===== src/rtl/apf_pkg.sv =====
package apf_pkg;

  typedef enum logic [1:0] {
    ORD_GROUP_HIGH = 2'd0,
    ORD_STACK_TOP  = 2'd1,
    ORD_ROW_TOP    = 2'd2
  } addr_order_e;

  // Column from the 5-bit slot; the low bits are forced by granularity.
  function automatic logic [5:0] col_fill(input logic [4:0] slot, input logic gran64);
    return gran64 ? {slot[4:1], 2'b00} : {slot, 1'b0};
  endfunction

endpackage


===== src/rtl/apf_addr_decode.sv =====
module apf_addr_decode #(
  parameter int SID_W = 1,
  parameter int BG_W  = 2,
  parameter int BA_W  = 2,
  parameter int ROW_W = 14,
  localparam int ADDR_W = SID_W + BG_W + BA_W + ROW_W + 5
) (
  input  logic [ADDR_W-1:0] addr,
  input  logic [1:0]        order,
  input  logic              gran64,
  input  logic              sid_en,
  output logic [SID_W-1:0]  sid,
  output logic [BG_W-1:0]   bg,
  output logic [BA_W-1:0]   bank,
  output logic [ROW_W-1:0]  row,
  output logic [5:0]        col
);
  import apf_pkg::*;

  localparam int LOW_W = BG_W + 5;

  logic [LOW_W-1:0]        low;
  logic [ADDR_W-LOW_W-1:0] up;
  logic [4:0]              slot;
  logic [SID_W-1:0]        sid_raw;

  assign low = addr[LOW_W-1:0];
  assign up  = addr[ADDR_W-1:LOW_W];

  always_comb begin
    slot    = '0;
    bg      = '0;
    bank    = '0;
    row     = '0;
    sid_raw = '0;
    if (order == ORD_STACK_TOP || order == ORD_ROW_TOP) begin
      if (gran64) begin
        slot = {low[LOW_W-1:BG_W+1], low[0]};
        bg   = low[BG_W:1];
      end else begin
        slot = low[LOW_W-1:BG_W];
        bg   = low[BG_W-1:0];
      end
      bank = up[BA_W-1:0];
      if (order == ORD_STACK_TOP) begin
        row     = up[BA_W +: ROW_W];
        sid_raw = up[BA_W+ROW_W +: SID_W];
      end else begin
        sid_raw = up[BA_W +: SID_W];
        row     = up[BA_W+SID_W +: ROW_W];
      end
    end else begin
      slot    = addr[4:0];
      row     = addr[5 +: ROW_W];
      bank    = addr[5+ROW_W +: BA_W];
      bg      = addr[5+ROW_W+BA_W +: BG_W];
      sid_raw = addr[ADDR_W-1 -: SID_W];
    end
  end

  assign sid = sid_en ? sid_raw : '0;
  assign col = col_fill(slot, gran64);

endmodule


===== src/rtl/apf_hold_stage.sv =====
module apf_hold_stage #(
  parameter int PW       = 8,
  parameter int IDLE_MAX = 64,
  localparam int CW = $clog2(IDLE_MAX + 1)
) (
  input  logic          clk,
  input  logic          rst_n,
  input  logic          in_valid,
  output logic          in_ready,
  input  logic [PW-1:0] in_data,
  output logic          out_valid,
  input  logic          out_ready,
  output logic [PW-1:0] held_data,
  output logic          tmo_evt
);
  logic          h_valid;
  logic [CW-1:0] idle_cnt;
  logic          take, give;

  assign tmo_evt   = h_valid && (idle_cnt == CW'(IDLE_MAX));
  assign out_valid = h_valid && (in_valid || tmo_evt);
  assign in_ready  = !h_valid || out_ready;
  assign take      = in_valid && in_ready;
  assign give      = out_valid && out_ready;

  always_ff @(posedge clk) begin
    if (!rst_n) begin
      h_valid  <= 1'b0;
      idle_cnt <= '0;
      held_data <= '0;
    end else if (take) begin
      h_valid   <= 1'b1;
      held_data <= in_data;
      idle_cnt  <= '0;
    end else if (give) begin
      h_valid  <= 1'b0;
      idle_cnt <= '0;
    end else if (h_valid && !in_valid && !tmo_evt) begin
      idle_cnt <= idle_cnt + 1'b1;
    end
  end

endmodule


===== src/rtl/apf_lookahead_policy.sv =====
module apf_lookahead_policy #(
  parameter int PG_W = 8
) (
  input  logic [PG_W-1:0] held_page,
  input  logic            held_wr,
  input  logic            held_ap,
  input  logic [PG_W-1:0] nxt_page,
  input  logic            nxt_wr,
  input  logic            nxt_ap,
  input  logic            nxt_valid,
  input  logic            tmo_evt,
  input  logic            rd_hint,
  input  logic            wr_hint,
  output logic            fin_ap,
  output logic            clear_evt
);
  function automatic logic keeps_page_open(
    input logic [PG_W-1:0] a_page, input logic a_wr, input logic a_ap,
    input logic [PG_W-1:0] b_page, input logic b_wr, input logic b_ap);
    return a_ap && !b_ap && (a_wr == b_wr) && (a_page == b_page);
  endfunction

  logic hint_on;
  assign hint_on   = held_wr ? wr_hint : rd_hint;
  assign clear_evt = hint_on && nxt_valid && !tmo_evt &&
                     keeps_page_open(held_page, held_wr, held_ap, nxt_page, nxt_wr, nxt_ap);
  assign fin_ap    = held_ap && !clear_evt;

endmodule


===== src/rtl/ap_hint_filter.sv =====
module ap_hint_filter #(
  parameter int SID_W    = 1,
  parameter int BG_W     = 2,
  parameter int BA_W     = 2,
  parameter int ROW_W    = 14,
  parameter int IDLE_MAX = 64,
  localparam int ADDR_W = SID_W + BG_W + BA_W + ROW_W + 5
) (
  input  logic              clk,
  input  logic              rst_n,
  input  logic [1:0]        cfg_order,
  input  logic              cfg_gran64,
  input  logic              cfg_sid_en,
  input  logic              cfg_rd_hint,
  input  logic              cfg_wr_hint,
  input  logic              in_valid,
  output logic              in_ready,
  input  logic              in_is_wr,
  input  logic [ADDR_W-1:0] in_addr,
  input  logic              in_ap,
  output logic              out_valid,
  input  logic              out_ready,
  output logic              out_is_wr,
  output logic [SID_W-1:0]  out_sid,
  output logic [BG_W-1:0]   out_bg,
  output logic [BA_W-1:0]   out_bank,
  output logic [ROW_W-1:0]  out_row,
  output logic [5:0]        out_col,
  output logic              out_ap
);
  localparam int PG_W = SID_W + BG_W + BA_W + ROW_W;
  localparam int PW   = PG_W + 8;

  typedef struct packed {
    logic             wr;
    logic [SID_W-1:0] sid;
    logic [BG_W-1:0]  bg;
    logic [BA_W-1:0]  bank;
    logic [ROW_W-1:0] row;
    logic [5:0]       col;
    logic             ap;
  } req_t;

  req_t          in_req, held_req;
  logic [PW-1:0] held_vec;
  logic          tmo_evt, hint_clear, held_ap, fin_ap;

  apf_addr_decode #(
    .SID_W(SID_W), .BG_W(BG_W), .BA_W(BA_W), .ROW_W(ROW_W)
  ) u_dec (
    .addr(in_addr), .order(cfg_order), .gran64(cfg_gran64), .sid_en(cfg_sid_en),
    .sid(in_req.sid), .bg(in_req.bg), .bank(in_req.bank), .row(in_req.row), .col(in_req.col)
  );

  assign in_req.wr = in_is_wr;
  assign in_req.ap = in_ap;

  apf_hold_stage #(.PW(PW), .IDLE_MAX(IDLE_MAX)) u_hold (
    .clk(clk), .rst_n(rst_n),
    .in_valid(in_valid), .in_ready(in_ready), .in_data(in_req),
    .out_valid(out_valid), .out_ready(out_ready),
    .held_data(held_vec), .tmo_evt(tmo_evt)
  );

  assign held_req = req_t'(held_vec);
  assign held_ap  = held_req.ap;

  apf_lookahead_policy #(.PG_W(PG_W)) u_pol (
    .held_page({held_req.sid, held_req.bg, held_req.bank, held_req.row}),
    .held_wr(held_req.wr), .held_ap(held_ap),
    .nxt_page({in_req.sid, in_req.bg, in_req.bank, in_req.row}),
    .nxt_wr(in_req.wr), .nxt_ap(in_req.ap), .nxt_valid(in_valid),
    .tmo_evt(tmo_evt), .rd_hint(cfg_rd_hint), .wr_hint(cfg_wr_hint),
    .fin_ap(fin_ap), .clear_evt(hint_clear)
  );

  assign out_is_wr = held_req.wr;
  assign out_sid   = held_req.sid;
  assign out_bg    = held_req.bg;
  assign out_bank  = held_req.bank;
  assign out_row   = held_req.row;
  assign out_col   = held_req.col;
  assign out_ap    = fin_ap;

endmodule


===== config.mk =====
export PLATFORM = sky130hd
export DESIGN_NAME = ap_hint_filter
export DESIGN_NICKNAME = d
export VERILOG_FILES = /design/src/rtl/apf_pkg.sv /design/src/rtl/apf_addr_decode.sv /design/src/rtl/apf_hold_stage.sv /design/src/rtl/apf_lookahead_policy.sv /design/src/rtl/ap_hint_filter.sv
export SDC_FILE = /design/constraint.sdc
export NUM_CORES = 1
export LEC_CHECK = 0
export BUFFER_PORTS_ARGS = -buffer_cell sky130_fd_sc_hd__clkbuf_2
export CAP_MARGIN = 10
export CORE_UTILIZATION = 50
export CTS_CLUSTER_SIZE = 40
export DETAILED_ROUTE_END_ITERATION = 10
export MAX_ROUTING_LAYER = met4
export PLACE_DENSITY = 0.88
export SYNTH_ARGS = -nofsm -noshare
export SYNTH_HDL_FRONTEND = slang
export SYNTH_SLANG_ARGS = --single-unit
export TNS_END_PERCENT = 50

===== constraint.sdc =====
create_clock -name clk -period 4.5 [get_ports clk]
set_clock_uncertainty 0.2 [all_clocks]
set_input_delay 0.225 -clock clk [delete_from_list [all_inputs] [get_ports clk]]
set_output_delay 0.225 -clock clk [all_outputs]
set_load 0.005 [all_outputs]

# Word level (Yosys, flattened, before mapping)
# Cells that the tools add are included.
[word_totals] regBits=35 in_bits=36 output_inout_bits=29 elab_cells=47
[classes] n_addsub=1 eq_ne=5 n_mux=14 bitwise=1 n_reduce_logical=23
[op_table] operator="14-bit two-way mux" n=2
[op_table] operator="19-bit equality test" n=1
[op_table] operator="1-bit logical AND" n=13
[op_table] operator="2-bit two-way mux" n=4
[op_table] operator="7-bit by 1-bit adder with 7-bit output (second input constant)" n=1
[op_table] operator="7-bit equality test (second input constant)" n=1
[op_table] operator="1-bit two-way mux" n=7
[op_table] operator="1-bit logical NOT" n=5
[op_table] operator="5-bit two-way mux" n=1
[op_table] operator="1-bit logical OR" n=3
[op_table] operator="3-bit OR reduction" n=1
[op_table] operator="2-bit by 1-bit equality test with 1-bit output (second input constant)" n=1
[op_table] operator="2-bit equality test (second input constant)" n=1
[op_table] operator="2-bit nonzero test" n=1
[op_table] operator="1-bit equality test" n=1
[op_table] operator="1-bit inverter" n=1

# Depth between registers and ports, before layout
# Gate-level depths: netlist of the first run.
[depth] depth_word=9 depth_mapped=10 depth_no_buf=7

# Modules after synthesis
# Synthesis of the first run repeated with hierarchy kept, for this count alone.
[hier_totals] cells_unflattened=282 area_unflattened_um2=2282.2
[by_module_without_submodules] module="apf_hold_stage" n_inst=1 cells_each=180 area_per_inst_um2=1531.5 seq_area_each_um2=700.7
[by_module_without_submodules] module="apf_addr_decode" n_inst=1 cells_each=69 area_per_inst_um2=480.5 seq_area_each_um2=0.0
[by_module_without_submodules] module="apf_lookahead_policy" n_inst=1 cells_each=33 area_per_inst_um2=270.3 seq_area_each_um2=0.0

# Least setup slack after synthesis of the first run
# No wires, ideal clock.
[synth_path] kind="input port to output port" from="input cfg_order[1]" to="output out_ap" arrival_ps=1644 t_required_ps=4075 path_slack_ps=2431 stages=9 n_path_buf=2 cell_sequence="inv_1 > ha_1 > buf_6 > buf_6 > nor3b_1 > o21ai_2 > xnor2_1 > a2111oi_2 > a31oi_1"
[synth_via] elab_chain_cells=9 elab_cells_between_ends=15 classes_between="eq/ne: 3; mux: 7; reduce/logical: 5"
[synth_lines] item="from (decl)" line="ap_hint_filter.sv:11" source="input logic [1:0] cfg_order,"
[synth_lines] item="2-bit by 1-bit equality test with 1-bit output / 2-bit equality test (equally long branches)" line="apf_addr_decode.sv:36, apf_addr_decode.sv:45"
[synth_lines] item="1-bit two-way mux / 1-bit logical OR (equally long branches)" line="apf_addr_decode.sv:45, apf_addr_decode.sv:36"
[synth_lines] item="1-bit two-way mux" line="apf_addr_decode.sv:36" source="if (order == ORD_STACK_TOP || order == ORD_ROW_TOP) begin"
[synth_lines] item="1-bit two-way mux" line="apf_addr_decode.sv:61" source="assign sid = sid_en ? sid_raw : '0;"
[synth_lines] item="19-bit equality test (*)" line="apf_lookahead_policy.sv:20" source="return a_ap && !b_ap && (a_wr == b_wr) && (a_page == b_page);"
[synth_lines] item="1-bit logical AND (*)" line="apf_lookahead_policy.sv:20"
[synth_lines] item="1-bit logical AND (*)" line="apf_lookahead_policy.sv:25" source="assign clear_evt = hint_on && nxt_valid && !tmo_evt &&"
[synth_lines] item="1-bit logical NOT (*)" line="apf_lookahead_policy.sv:27" source="assign fin_ap = held_ap && !clear_evt;"
[synth_lines] item="1-bit logical AND (*)" line="apf_lookahead_policy.sv:27"
[synth_lines] item="to (decl)" line="ap_hint_filter.sv:29" source="output logic out_ap"
# Mark *: on every way between the ends. The rest lies on a longest branch, timed or not.

# Worst setup path in the final report of the first run
# Same ends and word-level chain as after synthesis.

==> metrics, run 1 <==
routed wire length=5830 µm; worst setup path start=cfg_order[1]; critical path's top delay family=adder cells; CP max stage cell=ha_2; hold crit path type=input pin to flip-flop; CP bufs+invs=4; Crit path depth=9; Max Fanout on Critical Path=69; Async SR Flop Fraction=0; area grow syn2layout=17.0%; met1 Track Usage GR=0.332; CP cell instances=clkbuf_2, inv_1, ha_2, inv_1, mux2i_1, nand2b_1, a2111oi_2, a31oi_1, clkbuf_2; hold depth=3; Tightest Pin Transition=between 1 and 1.5 ns; total I/O pin count=65; first-pass GRT wire length=9980 µm; Worst-path clk slew=~0.060 ns; final setup margin=1.15 ns; Antenna Nets Post-Route=0; initial core utilization=0.521; Clock Latency Late Sink=0.29 ns; CTS tree=yes; Reg2Reg Capture Point=u_hold.held_data[20]; initial antenna violation count=0; GR Layer Usage met2=0.420; Routed WL per cell=14.6 µm; 1st-pass router iterations=4; Root Driver=clkbuf_8; total CTS buffers=5; R2R setup slack=between 2 and 2.5 ns; Final Non-Filler Cells=400; row cnt=24; total power=0.781 mW; met3 Resource Use GR=0.0494; syn_area_per_cell=7.82 µm²; routed via count=2,306; WS Path Type=input pin to output port; # hold bufs at CTS=3; RSZ-0062 raised after global routing=false; DIE AREA=0.00484 mm²; # nets final=387; final setup vio count=0; DP Cell Count=389; critical path data required time=roughly 4.1 ns; post-synthesis sequential area ratio=0.298; Max stage delay on crit path=slightly above 1 ns; H-tree depth=2; largest net degree at the start of global routing=70; EDFF count, synth=0; cts repair resizes=0; clk sinks=34; core box area=between 0.004 and 0.005 mm²; post-route setup TNS=0 ns; DIE WIDTH=69.6 µm; PortBufs=63; Slew Limit Headroom=0.305; cell area after synthesis=roughly 0.0023 mm²; Setup Fix Bufs, Post-CTS=0; Reg2Reg Depth=5; drt drc=0; Hold Crit Start=in_addr[3]; CP arrival=2.93 ns; share of cells above drive strength 1=0.221; Clock Tree Buf Depth=2; min Tclk post-route=3.35 ns; LEAKAGE=1.16 nW; GRT Util Overall=0.261; Post-DP HPWL=~4300 µm; vias per cell=5.77; Worst setup EP type=output port; ANT cells=0; most used routing layer=met2; Worst Setup Slack post-DPL=1.21 ns; period utilisation layout=0.745; peak supply drop=around 0.20 mV; max-cap violations=0; Synth warnings=0; dominant synthesized flop cell=dfxtp_1; Slew Limit Fails=0; initial detailed-routing violation count=143; CP Launch Type=input pin; Cells after Synth=292; Synth Net Count=332; Die Y=slightly below 70 µm; routability cong.=0.882; vias in the first global route=2,112; Max Clk Rate=298 MHz; Yosys reg bits=34; post-synth cell types=47; Hold Fails Final Rpt=0; hold path endpoint=u_hold.held_data[3]; worst r2r src=u_hold.h_valid; WHS=0.0754 ns; pwr/cell area=292 mW/mm²; status=finished clean; GRT Residual Overflow=0
stage by stage:
stage / utilization / cell area, µm²
after floorplan: - / 2280
after global placement: 0.581 / 2550
after detailed placement: 0.581 / 2550
after CTS: 0.610 / 2670
after global routing: 0.610 / 2670
final: 0.610 / 2670
flip-flops by register name, indices dropped and copies added (netlist names):
register and flops:
u_hold.held_data 26, u_hold.idle_cnt 7, u_hold.h_valid 1
cell type report:
class | count | area [µm²]
clock buffers | 6 | 82.6
clock inverters | 2 | 12.5
fillers | 410 | 1710
inverters | 9 | 33.8
multi-input cells | 231 | 1450
flip-flops and latches | 34 | 681
well taps | 52 | 65.1
repair buffers | 66 | 345
synth_stat cells, types with 2 or more instances:
cell type,n,area [µm²]
o211ai_1,12,90.1
nor2_1,17,63.8
a211oi_1,7,52.6
a21oi_1,23,115
nor4_1,2,12.5
mux2i_1,20,200
buf_2,8,40.0
nand4_1,5,31.3
nand2_1,54,203
dfxtp_1,34,681
nand2b_1,3,18.8
o21ai_0,15,75.1
clkbuf_1,4,15.0
nor2b_1,14,87.6
ha_1,4,50.1
a211o_1,10,87.6
nand3_1,4,20.0
xor2_1,7,61.3
xnor2_1,5,43.8
nor3_1,3,15.0
buf_6,5,56.3
and2_1,2,12.5
inv_1,8,30.0
o21ai_1,2,10.0
o2111ai_1,2,17.5
report_power, final:
| group | switching (mW) | leakage (nW) | total (mW) | internal, mW |
|---|---|---|---|---|
| Clock | 0.114 | 0.0472 | 0.237 | 0.123 |
| Sequential | 0.0177 | 0.279 | 0.337 | 0.320 |
| Combinational | 0.117 | 0.832 | 0.207 | 0.0897 |
| Total | 0.249 | 1.16 | 0.781 | 0.532 |
layout by cell type (no fill, tap or decap), drive strengths merged, types with 2 or more instances in the layout:
cell / synthesis / routed
inv: 8 / 8
a211o: 10 / 10
and2: 2 / 2
nor4: 2 / 2
nand4: 5 / 5
nand2: 54 / 54
o21ai: 18 / 18
nand2b: 3 / 3
clkinv: 1 / 2
o2111ai: 2 / 2
xnor2: 5 / 5
ha: 4 / 4
a211oi: 7 / 7
dfxtp: 34 / 34
nor2b: 14 / 14
o211ai: 12 / 12
mux2: 2 / 2
dlygate4sd3: 0 / 3
clkbuf: 4 / 69
xor2: 7 / 7
nor3: 3 / 3
mux2i: 21 / 21
a21oi: 23 / 23
nor2: 17 / 17
nand3: 4 / 4
kinds of logic after synthesis:
group | after synthesis | synth area share
buffers and inverters | 27 | 0.0668
multiplexers | 23 | 0.107
AND/OR/NAND/NOR | 111 | 0.227
XOR/XNOR | 12 | 0.0460
adder cells (fa/ha/maj) | 4 | 0.0219
flip-flops | 34 | 0.298
other | 1 | 0.00164
AO/OA/AOI/OAI | 80 | 0.231
worst reg2reg max path, stage by stage (launching register included):
cell and delay [ns]:
dfxtp_1 0.36, and2b_1 0.20, inv_1 0.08, and2_1 0.82
o211ai_1 0.21, a21oi_1 0.18
how the worst max path moves through the flow:
stage / endpoint
after global placement: out_ap
after detailed placement: out_ap
final: out_ap
after floorplan: out_ap
after global routing: out_ap
after CTS: out_ap
layer usage:
| metal | up-vias | routed length [µm] |
|---|---|---|
| met5 | - | 0 |
| met4 | 0 | 105 |
| met3 | 12 | 349 |
| met2 | 73 | 2840 |
| met1 | 1078 | 2540 |
| li1 | 1143 | - |
(Power assumes the default switching activity.)
==> inputs of run 2 (changes only) <==
- ABC_AREA: default -> 1
- CORE_UTILIZATION: 50 -> 47
- PLACE_DENSITY: 0.88 -> 0.87
- clock period: 4.5 -> 2.7 ns (I/O delays scaled with it)
==> run 2 against run 1 <==
The flow now finishes with violations (design-rule violations). Utilization increased by 2.2 points. Worst setup slack worse by 0.83 ns. Sequential power grew 69%. Routed wire length up 6.4%. Register-to-register slack got worse by 1.8 ns. Final cell count increased by 24%. Non-clock buffer count up 14. Area after synthesis down 2.0%. Critical path depth grew 6. Flip-flop and latch count is the same. Largest power group unchanged. Highest routed layer unchanged.
==> metrics, run 2 <==
max reg flops=26 (unchanged); filler cell count=410 (unchanged); peak supply drop=0.267 mV (+35%); core box area=0.00447 mm² (+2.1%); share of cells above drive strength 1=0.176 (-0.0456); cts repair resizes=0 (unchanged); Root Driver=clkbuf_8; ANT cells=0 (unchanged); Reg2Reg Depth=7 (+2); # nets final=484 (+25%); final setup vio count=0 (unchanged); CP arrival=2.05 ns (-0.88 ns); first-pass GRT wire length=10,100 µm (+1.5%); Max Fanout on Critical Path=14 (-80%); R2R setup slack=0.59 ns (-1.76 ns); CP Launch Type=input pin; Slew Limit Fails=0 (unchanged); Worst setup EP type=output port; RSZ-0062 raised after global routing=false; DIE AREA=0.00504 mm² (+4.2%); routed wire length=6200 µm (+6.4%); clock power share=0.342 (+0.039); largest net degree at the start of global routing=48 (-31%); period utilisation layout=0.883; Max Clk Rate=419 MHz; Post-DP HPWL=4330 µm (+0.51%); min Tclk post-route=2.38 ns; Synth top area share=0.304 (+0.00600); cell area after synthesis=0.00224 mm² (-2.0%); Setup Fix Bufs, Post-CTS=0 (unchanged); critical path data required time=2.37 ns (-1.70 ns); part of the power in registers=0.399 (-0.033); Pint=0.984 mW (+85%); Biggest register=u_hold.held_data; Hold Crit Start=out_ready; commonest cells after routing, fill and taps aside=nand2_1 (124), clkbuf_2 (63), inv_1 (40); failing checks=design-rule violations; 1st-pass router iterations=10 (+6); Hold Fails Final Rpt=0 (unchanged); clk sinks=34 (unchanged); routed via count=2,689 (+17%); Cells after Synth=373 (+28%); Yosys reg bits=34 (unchanged); top-count cell post-synth=nand2_1; routability cong.=0.884 (+0.19%); Antenna Nets Post-Route=0 (unchanged); vias in the first global route=2,240 (+6.1%); PortBufs=63 (unchanged); Largest regs=u_hold.held_data: 26 flops, u_hold.idle_cnt: 7 flops, u_hold.h_valid: 1 flops; Routed WL per cell=12.5 µm (-14%); total CTS buffers=5 (unchanged); WS Path Type=input pin to output port; top post-synthesis cells by area=dfxtp_1 (30%), nand2_1 (21%), nand3_1 (8.0%); Worst-path clk slew=0.07 ns (about the same); GRT Util Overall=0.262 (+0.00107); initial antenna violation count=0 (unchanged); hold depth=4 (+1); vias per cell=5.42 (-6.0%); initial detailed-routing violation count=233 (+63%); Clock Latency Late Sink=0.29 ns (about the same); total I/O pin count=65 (unchanged); total power=1.43 mW (+83%); Die Y=71.0 µm (+2.1%); Comb power frac=0.259 (-0.006); max-cap violations=0 (unchanged); Synth warnings=0 (unchanged); LEAKAGE=1.45 nW (+25%); row cnt=24 (unchanged); Synth top cells by count=nand2_1 (124), inv_1 (40), nand3_1 (36); drt drc=6 (+6); Yosys top cell by area=dfxtp_1; hold crit path type=input pin to flip-flop; post-synthesis sequential area ratio=0.304 (+0.00600); hold path endpoint=u_hold.h_valid; CTS tree=yes; Synth Net Count=413 (+24%); switching share of power=0.310 (-0.00890); worst r2r src=u_hold.h_valid; post-synth cell types=32 (-32%); H-tree depth=2 (unchanged); area grow syn2layout=26.2%; pwr/cell area=505 mW/mm² (+73%); DIE WIDTH=71.0 µm (+2.1%); post-route setup TNS=0 ns (unchanged); initial core utilization=0.500 (-0.0206); Reg2Reg Capture Point=u_hold.held_data[5]; dominant synthesized flop cell=dfxtp_1; most common cell after layout, fill and taps aside=nand2_1; GRT Residual Overflow=0 (unchanged); syn_area_per_cell=6.00 µm² (-23%); Clock Tree Buf Depth=2 (unchanged); P_sw=0.442 mW (+77%); Async SR Flop Fraction=0 (unchanged); status=finished, violations left; EDFF count, synth=0 (unchanged)
[run 2: worst max path at each step]
stage	cells past startpoint	startpoint	end
2_1_floorplan	12	cfg_order[1]	out_ap
3_3_place_gp	15	cfg_order[1]	out_ap
3_5_place_dp	15	cfg_order[1]	out_ap
4_1_cts	15	cfg_order[1]	out_ap
5_1_grt	15	cfg_order[1]	out_ap
6_report	15	cfg_order[1]	out_ap
[run 2: worst max-delay path: stages]
cell and delay [ns]:
clkbuf_2 0.08, inv_1 0.07, ha_1 0.45, inv_1 0.29, nand2_1 0.13, nand3_1 0.09, nand2_1 0.12, nand2_1 0.05
nand2_1 0.05, nand3_1 0.08, nor2_1 0.17, nand2_1 0.08, nor2_1 0.09, nor2_1 0.05, clkbuf_2 0.10
[run 2: area by class of cell]
| cell class | count | area, µm² | area share |
|---|---|---|---|
| repair buffers | 80 | 480 | 0.170 |
| clock inverters | 1 | 30.0 | 0.0106 |
| flip-flops and latches | 34 | 681 | 0.241 |
| inverters | 43 | 161 | 0.0571 |
| well taps | 52 | 65.1 | 0.0230 |
| clock buffers | 6 | 82.6 | 0.0292 |
| multi-input cells | 280 | 1330 | 0.469 |
[run 2: stage by stage]
step	hold WS (ns)	instance area [µm²]	worst slack, ns	std cells	util
2_1_floorplan	0.0667	2240	0.988	373	-
3_3_place_gp	0.197	2560	0.477	474	0.573
3_5_place_dp	0.212	2560	0.396	474	0.573
4_1_cts	0.00530	2830	0.355	496	0.631
5_1_grt	0.0377	2830	0.101	496	0.631
6_report	0.00697	2830	0.315	496	0.631
[run 2: cells by family (layout without fill, tap and decap cells)]
| family | Yosys count | count (layout) | synth area share |
|---|---|---|---|
| flops | 34 | 34 | 0.304 |
| simple gates | 204 | 204 | 0.388 |
| compound gates | 68 | 68 | 0.167 |
| other cells | 1 | 1 | 0.00168 |
| xor+xnor | 3 | 3 | 0.0117 |
| fa+ha+maj | 4 | 4 | 0.0224 |
| buf+inv | 59 | 130 | 0.105 |
[run 2: what timing repair did]
action	CTS	global route
hold buffers	15	0
endpoints found under the setup margin	0	0
hold endpoints to repair	13	0
[run 2: power by group through the flow]
| stage | logic (mW) | clock network, mW | registers [mW] |
|---|---|---|---|
| 6_report | 0.370 | 0.487 | 0.569 |
| 3_5_place_dp | 0.343 | 0 | 0.580 |
| 5_1_grt | 0.416 | 0.512 | 0.574 |
| 3_3_place_gp | 0.336 | 0 | 0.577 |
| 4_1_cts | 0.364 | 0.494 | 0.568 |
| 2_1_floorplan | 0.229 | 0 | 0.577 |
[run 2: metal layers]
layer	vias to the layer above	share of wire	track usage
met5	-	0	-
met4	0	0.020	0.129
met3	15	0.074	0.0556
met2	122	0.48	0.409
met1	1205	0.43	0.321
li1	1347	-	-
==> inputs of run 3 (changes only) <==
- RECOVER_POWER: default -> 50
==> run 3 against run 2 <==
Global-route usage stayed put. Routed wire length is 0.27% higher. Flip-flop and latch count stayed put. The run still ends with design-rule violations left. Worst setup slack worse by 0.12 ns. Die area stayed put. Fmax is 4.9% lower. Non-clock buffer count stayed put. Combinational power hardly changed. Utilization is 0.20 points lower.
==> metrics, run 3 (synthesis gave the netlist of run 2 again) <==
status=finished, violations left; failing checks=design-rule violations; share of cells above drive strength 1=0.164 (-0.0113); routed wire length=6220 µm (+0.27%); Comb power frac=0.258 (about the same); switching share of power=0.311 (+0.00107); min Tclk post-route=2.51 ns (+0.122 ns); largest net degree at the start of global routing=48 (unchanged); Post-DP HPWL=4330 µm (unchanged); PortBufs=63 (unchanged); post-route setup TNS=0 ns (unchanged); Clock Latency Late Sink=0.29 ns (about the same); H-tree depth=2 (unchanged); initial antenna violation count=0 (unchanged); initial core utilization=0.500 (unchanged); row cnt=24 (unchanged); Worst-path clk slew=0.07 ns (about the same); Hold Fails Final Rpt=0 (unchanged); hold crit path type=input pin to flip-flop; DIE AREA=0.00504 mm² (unchanged); cts repair resizes=0 (unchanged); Slew Limit Fails=0 (unchanged); CP arrival=2.49 ns (+0.44 ns); # nets final=484 (unchanged); core box area=0.00447 mm² (unchanged); CP Launch Type=flip-flop; Routed WL per cell=12.5 µm (+0.27%); design area=0.00282 mm² (-0.31%); Die Y=71.0 µm (unchanged); Antenna Nets Post-Route=0 (unchanged); WHS=0.0134 ns (+0.00646 ns); CTS tree=yes; Clock Tree Buf Depth=2 (unchanged); commonest cells after routing, fill and taps aside=nand2_1 (124), clkbuf_2 (59), inv_1 (40); first-pass GRT wire length=10,100 µm (unchanged); placed cell area=0.00256 mm² (unchanged); GRT Residual Overflow=0 (unchanged); peak supply drop=0.267 mV (about the same); drt drc=6 (unchanged); Root Driver=clkbuf_8; GRT Util Overall=0.262 (unchanged); Pint=0.982 mW (-0.21%); max reg flops=26 (unchanged); LEAKAGE=1.44 nW (-1.2%); total I/O pin count=65 (unchanged); max-cap violations=0 (unchanged); 1st-pass router iterations=8 (-2); Max Fanout on Critical Path=47 (+33); Worst setup EP type=flip-flop; area grow syn2layout=25.8%; Slew Limit Headroom=0.446; total CTS buffers=5 (unchanged); Largest regs=u_hold.held_data: 26 flops, u_hold.idle_cnt: 7 flops, u_hold.h_valid: 1 flops; critical path data required time=2.69 ns (+0.32 ns); period utilisation layout=0.928 (+0.0453); pwr/cell area=506 mW/mm² (+0.25%); most common cell after layout, fill and taps aside=nand2_1; part of the power in registers=0.399 (about the same); Worst Setup Slack post-DPL=0.396 ns (unchanged); initial detailed-routing violation count=203 (-13%); clk sinks=34 (unchanged); final setup vio count=0 (unchanged); Setup Fix Bufs, Post-CTS=0 (unchanged); RSZ-0062 raised after global routing=false; P_sw=0.443 mW (+0.29%); routed via count=2,649 (-1.5%); routability cong.=0.884 (unchanged); total power=1.43 mW (about the same); Max Clk Rate=399 MHz (-4.9%); clock power share=0.343 (about the same); Tightest Pin Transition=0.831 ns; vias in the first global route=2,240 (unchanged); ANT cells=0 (unchanged); DIE WIDTH=71.0 µm (unchanged); WS Path Type=flip-flop to flip-flop; # hold bufs at CTS=15 (unchanged); Biggest register=u_hold.held_data; vias per cell=5.34 (-1.5%); final setup margin=0.193 ns (-0.122 ns)
run 3: cell count changes in the layout (fill, tap and decap cells not counted):
cell      previous run  this run
clkbuf_1             0         5
clkbuf_2            63        59
buf_4                2         1
run 3: critical path: stages, from the launching register on:
cell and delay [ns]:
dfxtp_1 0.35, inv_1 0.09, nor2_1 0.23, nor2_2 0.05
clkbuf_2 0.48, o21ai_0 0.33, a31oi_1 0.06, dlygate4sd3_1 0.59
run 3: layout make-up:
type                       instances  area [µm²]
fill                             412        1660
multi-input combinational        280        1330
sequential                        34         681
timing repair buffer              80         472
inverter                          43         161
clock buffer                       6        82.6
tap                               52        65.1
clock inverter                     1        30.0
run 3: through the flow:
step | std cells | utilization
after floorplan | 373 | -
after global placement | 474 | 0.573
after detailed placement | 474 | 0.573
after CTS | 496 | 0.631
after global routing | 496 | 0.629
final | 496 | 0.629
run 3: worst paths after layout:
path / startpoint / end / slack [ns] / cells past startpoint
max: u_hold.h_valid / u_hold.held_data[5] / 0.19 / 7
min: out_ready / u_hold.h_valid / 0.01 / 4
max reg2reg: u_hold.h_valid / u_hold.held_data[5] / 0.19 / 7
min reg2reg: u_hold.held_data[0] / u_hold.held_data[0] / 0.29 / 2
run 3: power groups by stage:
stage                     logic, mW  registers (mW)  clock network, mW
after floorplan               0.229           0.577                  0
after global placement        0.336           0.577                  0
after detailed placement      0.343           0.580                  0
after CTS                     0.364           0.568              0.494
after global routing          0.414           0.574              0.512
final                         0.368           0.569              0.488
run 3: layer usage:
metal / global-route usage / part of all wire / up-vias
met5: - / 0 / -
met4: 0.129 / 0.027 / 0
met1: 0.321 / 0.44 / 1168
li1: - / - / 1347
met2: 0.409 / 0.46 / 114
met3: 0.0556 / 0.065 / 20
